<file path="src/rtl/ivc_pkg.sv">
// Package ivc_pkg: level classes shared by the vector controller.
// Assumes the top two levels are reset and nonmaskable respectively.
package ivc_pkg;
    typedef enum logic [1:0] {
        CLS_UNUSED   = 2'd0,
        CLS_MASKABLE = 2'd1,
        CLS_NMI      = 2'd2,
        CLS_RESET    = 2'd3
    } lvl_class_e;

    // Map a level number to its class.
    function automatic lvl_class_e class_of(input int lvl, input int n_levels,
                                            input int first_used);
        if (lvl == n_levels - 1)      return CLS_RESET;
        else if (lvl == n_levels - 2) return CLS_NMI;
        else if (lvl >= first_used)   return CLS_MASKABLE;
        else                          return CLS_UNUSED;
    endfunction
endpackage

</file>
<file path="src/rtl/ivc_level_gate.sv">
// Module ivc_level_gate: decides whether one priority level is pending.
// Assumes CLS is fixed at elaboration; all gating is combinational.
module ivc_level_gate
    import ivc_pkg::*;
#(
    parameter int         FLAGS = 2,
    parameter lvl_class_e CLS   = CLS_MASKABLE
) (
    input  logic [FLAGS-1:0] req_i,
    input  logic [FLAGS-1:0] ie_i,
    input  logic             gie_i,
    output logic             pend_o
);
    localparam logic IE_BYPASS  = (CLS == CLS_RESET);
    localparam logic GIE_BYPASS = (CLS != CLS_MASKABLE);
    localparam logic USED       = (CLS != CLS_UNUSED);

    // Combine the flags of this level with the enables its class obeys.
    always_comb begin
        pend_o = USED & (|(req_i & (ie_i | {FLAGS{IE_BYPASS}})))
                      & (gie_i | GIE_BYPASS);
    end
endmodule

</file>
<file path="src/rtl/ivc_fetch_guard.sv">
// Module ivc_fetch_guard: flags instruction fetches from the register region.
// Assumes the region starts at address zero and ends at LIMIT inclusive.
module ivc_fetch_guard #(
    parameter int              ADDR_W = 16,
    parameter logic [ADDR_W-1:0] LIMIT = 16'h01FF
) (
    input  logic              fetch_valid_i,
    input  logic [ADDR_W-1:0] fetch_addr_i,
    output logic              hit_o
);
    // A fetch at or below the limit must force a reset request.
    always_comb begin
        hit_o = fetch_valid_i && (fetch_addr_i <= LIMIT);
    end
endmodule

</file>
<file path="src/rtl/ivc_prio_enc.sv">
// Module ivc_prio_enc: picks the highest pending level and forms its vector address.
// Assumes pend_i is already registered; the outputs are purely combinational.
module ivc_prio_enc #(
    parameter int                N      = 32,
    parameter int                LVL_W  = 5,
    parameter int                ADDR_W = 16,
    parameter logic [ADDR_W-1:0] BASE   = 16'hFFC0
) (
    input  logic              clk_i,
    input  logic              rst_ni,
    input  logic [N-1:0]      pend_i,
    output logic              valid_o,
    output logic [LVL_W-1:0]  level_o,
    output logic [ADDR_W-1:0] addr_o
);
    // Scan upward so the last set bit, the highest level, wins.
    always_comb begin
        valid_o = 1'b0;
        level_o = '0;
        for (int i = 0; i < N; i++) begin
            if (pend_i[i]) begin
                valid_o = 1'b1;
                level_o = LVL_W'(i);
            end
        end
    end

    // Each level owns one 16-bit word above the base.
    always_comb begin
        addr_o = valid_o ? (BASE + (ADDR_W'(level_o) << 1)) : '0;
    end

    // nothing above the reported level may still be pending.
    a_r3_highest_wins: assert property (@(posedge clk_i) disable iff (!rst_ni)
        valid_o |-> ((pend_i >> (int'(level_o) + 1)) == '0));
    // an invalid output carries no address.
    a_r2_idle_addr_zero: assert property (@(posedge clk_i) disable iff (!rst_ni)
        !valid_o |-> (addr_o == '0) && (pend_i == '0));
endmodule

</file>
<file path="src/rtl/ivc_vector_ctrl.sv">
// Module ivc_vector_ctrl: prioritized interrupt vector controller (top).
// Gates the flags of every level by class, adds the fetch guard at the reset
// level, registers the pending vector and decodes the winner.
// Assumes a single clock and a synchronous active-low reset.
module ivc_vector_ctrl
    import ivc_pkg::*;
#(
    parameter int                NUM_LEVELS = 32,
    parameter int                FLAGS      = 2,
    parameter int                ADDR_W     = 16,
    parameter logic [ADDR_W-1:0] VEC_BASE   = 16'hFFC0,
    parameter int                FIRST_USED = 14,
    parameter logic [ADDR_W-1:0] REG_LIMIT  = 16'h01FF
) (
    input  logic                        clk_i,
    input  logic                        rst_ni,
    input  logic [NUM_LEVELS*FLAGS-1:0] req_i,
    input  logic [NUM_LEVELS*FLAGS-1:0] ie_i,
    input  logic                        gie_i,
    input  logic                        fetch_valid_i,
    input  logic [ADDR_W-1:0]           fetch_addr_i,
    output logic                        vec_valid_o,
    output logic [$clog2(NUM_LEVELS)-1:0] vec_level_o,
    output logic [ADDR_W-1:0]           vec_addr_o,
    output logic                        rst_req_o
);
    localparam int LVL_W     = $clog2(NUM_LEVELS);
    localparam int RST_LEVEL = NUM_LEVELS - 1;
    localparam int NMI_LEVEL = NUM_LEVELS - 2;

    logic [NUM_LEVELS-1:0] gated_d;
    logic [NUM_LEVELS-1:0] pend_d;
    logic [NUM_LEVELS-1:0] pend_q;
    logic                  fetch_hit;
    logic                  past_ok_q;

    // One gate per level, its class chosen from the level number.
    for (genvar l = 0; l < NUM_LEVELS; l++) begin : g_lvl
        ivc_level_gate #(
            .FLAGS (FLAGS),
            .CLS   (class_of(l, NUM_LEVELS, FIRST_USED))
        ) gate_i (
            .req_i  (req_i[l*FLAGS +: FLAGS]),
            .ie_i   (ie_i[l*FLAGS +: FLAGS]),
            .gie_i  (gie_i),
            .pend_o (gated_d[l])
        );
    end

    ivc_fetch_guard #(
        .ADDR_W (ADDR_W),
        .LIMIT  (REG_LIMIT)
    ) guard_i (
        .fetch_valid_i (fetch_valid_i),
        .fetch_addr_i  (fetch_addr_i),
        .hit_o         (fetch_hit)
    );

    // Merge the register-region fetch into the reset level.
    always_comb begin
        pend_d            = gated_d;
        pend_d[RST_LEVEL] = gated_d[RST_LEVEL] | fetch_hit;
    end

    // Register the pending vector once.
    always_ff @(posedge clk_i) begin
        if (!rst_ni) pend_q <= '0;
        else         pend_q <= pend_d;
    end

    // Mark cycles whose previous edge was already out of reset.
    always_ff @(posedge clk_i) begin
        if (!rst_ni) past_ok_q <= 1'b0;
        else         past_ok_q <= 1'b1;
    end

    ivc_prio_enc #(
        .N      (NUM_LEVELS),
        .LVL_W  (LVL_W),
        .ADDR_W (ADDR_W),
        .BASE   (VEC_BASE)
    ) enc_i (
        .clk_i   (clk_i),
        .rst_ni  (rst_ni),
        .pend_i  (pend_q),
        .valid_o (vec_valid_o),
        .level_o (vec_level_o),
        .addr_o  (vec_addr_o)
    );

    // The reset request follows the top bit of the registered vector.
    always_comb begin
        rst_req_o = pend_q[RST_LEVEL];
    end

    // a reset request is always the reported, valid winner.
    a_r11_rst_is_top: assert property (@(posedge clk_i) disable iff (!rst_ni)
        rst_req_o |-> vec_valid_o && (int'(vec_level_o) == RST_LEVEL));
    // an unused level is never reported.
    a_r9_unused_silent: assert property (@(posedge clk_i) disable iff (!rst_ni)
        vec_valid_o |-> (int'(vec_level_o) >= FIRST_USED));
    // a maskable winner implies the global enable was set one edge earlier.
    a_r5_gie_required: assert property (@(posedge clk_i) disable iff (!rst_ni)
        past_ok_q && vec_valid_o && (int'(vec_level_o) < NMI_LEVEL)
        |-> $past(gie_i));
    // a nonmaskable winner implies one of its flags was enabled.
    a_r6_nmi_enabled: assert property (@(posedge clk_i) disable iff (!rst_ni)
        past_ok_q && vec_valid_o && (int'(vec_level_o) == NMI_LEVEL)
        |-> $past(|(req_i[NMI_LEVEL*FLAGS +: FLAGS] & ie_i[NMI_LEVEL*FLAGS +: FLAGS])));
    // a fetch in the register region yields a reset request next cycle.
    a_r8_fetch_reset: assert property (@(posedge clk_i) disable iff (!rst_ni)
        past_ok_q && $past(fetch_valid_i && (fetch_addr_i <= REG_LIMIT))
        |-> rst_req_o);
endmodule

</file>
<file path="config.mk">
export PLATFORM = sky130hd
export DESIGN_NAME = ivc_vector_ctrl
export DESIGN_NICKNAME = d
export VERILOG_FILES = /design/src/rtl/ivc_pkg.sv /design/src/rtl/ivc_level_gate.sv /design/src/rtl/ivc_fetch_guard.sv /design/src/rtl/ivc_prio_enc.sv /design/src/rtl/ivc_vector_ctrl.sv
export SDC_FILE = /design/constraint.sdc
export NUM_CORES = 1
export LEC_CHECK = 0
export BUFFER_PORTS_ARGS = -buffer_cell sky130_fd_sc_hd__buf_2
export CAP_MARGIN = 20
export CORE_ASPECT_RATIO = 1.2
export CORE_MARGIN = 3
export CORE_UTILIZATION = 37
export CTS_BUF_LIST = sky130_fd_sc_hd__clkbuf_2
export DETAILED_ROUTE_END_ITERATION = 12
export GPL_ROUTABILITY_DRIVEN = 0
export PLACE_DENSITY = 0.89
export REMOVE_ABC_BUFFERS = 1
export SLEW_MARGIN = 25
export SYNTH_ARGS = -nofsm -noshare
export SYNTH_HDL_FRONTEND = slang
export SYNTH_HIERARCHICAL = 1
export SYNTH_SLANG_ARGS = --single-unit
</file>
<file path="constraint.sdc">
create_clock -name clk_i -period 2.1 [get_ports clk_i]
set_input_delay 0 -clock clk_i [delete_from_list [all_inputs] [get_ports clk_i]]
set_output_delay 0 -clock clk_i [all_outputs]
set_load 0.05 [all_outputs]
</file>
Word-level counts from Yosys, hierarchy flattened:

Index checks and enable logic that the tools add are counted.

* flip-flop bits (word level): 32
* bits in latches: 0
* memory bits (writable): 0
* memory bits (read-only): 0
* bits of input ports: 148
* logic and storage cells: 121
* memories: 0

* add/subtract/negate cells: 1
* multipliers: 0
* div/mod/pow operators: 0
* magnitude comparators: 1
* eq/ne operators: 0
* shift operators: 0
* multiplexer cells: 64
* bitwise gates (word level): 34
* reduce and logical (&&, ||, !) cells: 19

Operators by type and width (number)
* $mux W5: 16
* $reduce_or A2 Y1: 18
* $and A2 B2 Y2: 17
* $mux W1: 33
* $mux W4: 8
* $and A1 B1 Y1: 16
* $le A16 B9 Y1 const B: 1
* $mux W16: 1
* $mux W3: 4
* $add A7 B7 Y8 const A: 1
* $mux W2: 2
* $logic_and A1 B1 Y1: 1
* $or A1 B1 Y1: 1

Longest topological paths before layout:

* depth after elaboration: 33
* gate-level depth with buffers: 6
* mapped depth without buffers: 5

Hierarchy:

Netlist, hierarchy kept.

By module, submodules not included
* ivc_vector_ctrl: instances 1, cells an instance 67, area each 857.1 µm²
* ivc_prio_enc: instances 1, cells an instance 80, area each 466.7 µm²
* ivc_level_gate (g_lvl[14].gate_i ...): instances 16, cells an instance 2, area each 13.8 µm²
* ivc_level_gate (g_lvl[0].gate_i ...): instances 14, cells an instance 2, area each 11.3 µm²
* ivc_fetch_guard: instances 1, cells an instance 3, area each 20.0 µm²
* ivc_level_gate (g_lvl[30].gate_i): instances 1, cells an instance 1, area each 8.8 µm²
* ivc_level_gate (g_lvl[31].gate_i): instances 1, cells an instance 1, area each 6.3 µm²

Worst setup path after synthesis:

Ideal clock, no wire load.

* path kind: reg2out
* start: reg pend_q[24]
* end: out vec_addr_o[10]
* arrival time: 2.286 ns
* data required time: 2.100 ns
* path slack: -0.186 ns
* stages on the path, launching flop included: 6
* path buffers: 1
* cells stage by stage: dfxtp_1 > nor4_2 > and3_1 > nand3_1 > or2_1 > buf_4

* longest elaborated chain between the ends: 10
* elaborated cells on any way between the ends: 18

Ends and longest elaborated chain
* start, declared: RTL line ivc_vector_ctrl.sv:33 `logic [NUM_LEVELS-1:0] pend_q;`
* start signal, assigned: RTL line ivc_vector_ctrl.sv:68 `else pend_q <= pend_d;`
* $mux W5 (8 in a row): RTL line ivc_prio_enc.sv:21 `if (pend_i[i]) begin`
* named net vec_level_o[4]: RTL line ivc_vector_ctrl.sv:23 `output logic [$clog2(NUM_LEVELS)-1:0] vec_level_o,`
* $add A7 B7 Y8: RTL line ivc_prio_enc.sv:30 `addr_o = valid_o ? (BASE + (ADDR_W'(level_o) << 1)) : '0;`
* $mux W16: RTL line ivc_prio_enc.sv:30
* end, declared: RTL line ivc_vector_ctrl.sv:24 `output logic [ADDR_W-1:0] vec_addr_o,`

The timed path passes the listed nets, and every way through them passes these cells.

Final worst setup path:

* start: reg pend_q[12]
* end: out vec_level_o[0]

* longest elaborated chain between the ends: 20

Ends and longest elaborated chain (RTL line)
* $mux W4 (4 in a row): ivc_prio_enc.sv:21
* $mux W5 (16 in a row): ivc_prio_enc.sv:21
* end, declared: ivc_vector_ctrl.sv:23

Every way passes these cells.

==> metrics.txt <==
core footprint 4390 um2; TritonCTS clock tree built; Hold Crit Class in2reg; Design Area, Final 2440 um2; CP max stage cell or3_4; nets 462; Worst EP arrival 2020 ps; post-synth cell types 35; top_reg_cell synth dfxtp_1; Req. time, crit path 2100 ps; RSZ-0062 raised after global routing yes; DR vias 1,776; antenna violations before repair 0; Worst-path clk slew 140 ps; Die Y 81.1 um; drt first-iter violations 69; Area after DPL 2130 um2; first-pass GRT wire length 6600 um; Lkg Pwr 1.14 nW; num rows 26; mux share of post-synthesis cell area 0%; HPWL after DPL 3210 um; sequential element share of the synthesized area 36.9%; leading cell type in the layout, fill and taps excluded buf_2; final count of hold timing violations 0; post-synthesis instance total 212; WHS 12.2 ps; simple-gate share of the synthesized area 29.5%; vias in the first global route 1,630; # port buffers 102; maximum number of pins on one net before global-route repair 33; pwr dens 548 nW/um2; Final Util 55.5%; post-place setup slack 363 ps; Largest Register pend_q; max-cap violations 0; total CTS buffers 5; Top Registers pend_q: 32 flops; post-synthesis adder-cell area fraction 0%; crit path cell chain or3_4 > a221o_1 > a21oi_2 > o221ai_2 > a21oi_1 > buf_4; crit path time final 2020 ps; Largest register FFs 32; initial core utilization 39.5%; status complete, no violations; slowest stage delay, CP 390 ps; type of origin of the critical path flip-flop; Synth Area in XOR/XNOR 0%; flops & latches, synth 32; number of synthesized flops with an enable pin 0; CTS Buffer Depth 2; Final Slew Violations 0; Fmax 495 MHz; Area growth, synth to finish 40.4%; DR WL/cell 12.2 um; final worst slack 80.3 ps; Max H-tree Level 2; Synth Area in Compound Gates 17.4%; period utilization 96.2%; largest family of logic cells by synthesized area simple AND/OR/NAND/NOR gates; crit path kind reg2out; Die Wd 68.5 um; Total Routing Usage GR 15.8%; CP Max Fanout 3; die area 5560 um2; final antenna-violating net count 0; drt total wl 4510 um; clock sinks 32; Via density 4.80; mapped cell area 1740 um2; mean area per synthesized cell 8.19 um2; Setup violations, final 0; highest-count cells in the layout ignoring fill and taps 89 x buf_2, 31 x and2_1, 30 x dfxtp_1; fraction of layout instances using a drive strength above 1 38.5%; drt pass-1 iters 4; maximum VDD drop 0.375 mV; antenna diode count 0; # IOs 171; Ys Warns 6; CTS root buf clkbuf_2; gr ovfl total 0; Residual DRC 0; ys async rst share 0%; CP Capture Type output pin; hold path depth 4
==> layout make-up <==
cell class | count | area, um2
clock inverter | 2 | 7.51
tap | 56 | 70.1
clock buffer | 5 | 25.0
multi-input combinational | 147 | 912
inverter | 6 | 22.5
sequential | 32 | 643
fill | 396 | 1950
timing repair buffer | 122 | 758
==> through the flow <==
| stage | total power [W] | std cells | TNS (ps) |
|---|---|---|---|
| final | 0.00134 | 370 | 0 |
| after detailed placement | 0.00105 | 344 | 0 |
| after global placement | 0.00104 | 344 | 0 |
| after floorplan | 0.000905 | 184 | -31370 |
| after CTS | 0.00132 | 366 | 0 |
| after global routing | 0.00142 | 370 | -116 |
==> cells in the mapped netlist (all sizes together), types with 2 or more instances <==
cell	count	area, um2
a221o	2	20.0
nor2b	16	100
a31o	2	17.5
buf	26	193
a21boi	2	15.0
nor3	5	25.0
conb	15	56.3
nand3	2	10.0
and2	31	194
or2	2	12.5
nor2	16	60.1
a21oi	7	38.8
a22oi	16	120
or4	2	15.0
nand2	3	11.3
nor4	7	50.1
o21ai	7	35.0
dfxtp	32	641
inv	6	22.5
clkbuf	2	10.0
==> path summary, 6_finish.rpt <==
path | start | to | slack, ps
setup / recovery | pend_q[12] | vec_level_o[0] | 80
hold / removal | ie_i[33] | pend_q[16] | 10
==> routing by layer <==
metal / part of all wire, % / track usage (%) / wire (um) / vias up
met3: 7.0 / 4.15 / 317 / 13
met2: 57 / 29.8 / 2550 / 88
met4: 3.2 / 7.75 / 144 / 0
met5: 0 / 0 / 0 / -
li1: - / - / - / 883
met1: 33 / 15.2 / 1490 / 792
==> kinds of logic (layout without fill, tap and decap cells) <==
| logic type | Yosys count | count (layout) |
|---|---|---|
| compound gates | 42 | 42 |
| buf+inv | 34 | 135 |
| flops | 32 | 32 |
| other cells | 15 | 15 |
| simple gates | 89 | 90 |
==> report_power, final <==
part	internal (W)	switching, W	total (W)
Combinational	0.000194	0.000231	0.000425
Clock	0.0000685	0.000177	0.000245
Sequential	0.000638	0.0000269	0.000665
Total	0.000901	0.000434	0.00134
==> repair_timing <==
| action | in CTS | in global routing |
|---|---|---|
| gates resized for setup | 5 | 34 |
| gates cloned | 0 | 1 |
| pin swaps | 0 | 6 |
| hold buffers | 15 | 2 |
| setup buffers | 0 | 1 |
| setup endpoints to repair | 13 | 15 |
| endpoints found under the hold margin | 8 | 1 |
==> critical path: cells and delay by family, from the launching register on <==
| family | cells | cell delay [ps] |
|---|---|---|
| AND/OR/NAND/NOR | 1 | 390 |
| buffers and inverters | 1 | 220 |
| flip-flops | 1 | 350 |
| AO/OA/AOI/OAI | 4 | 720 |
Power figures use the tool's default switching activity.
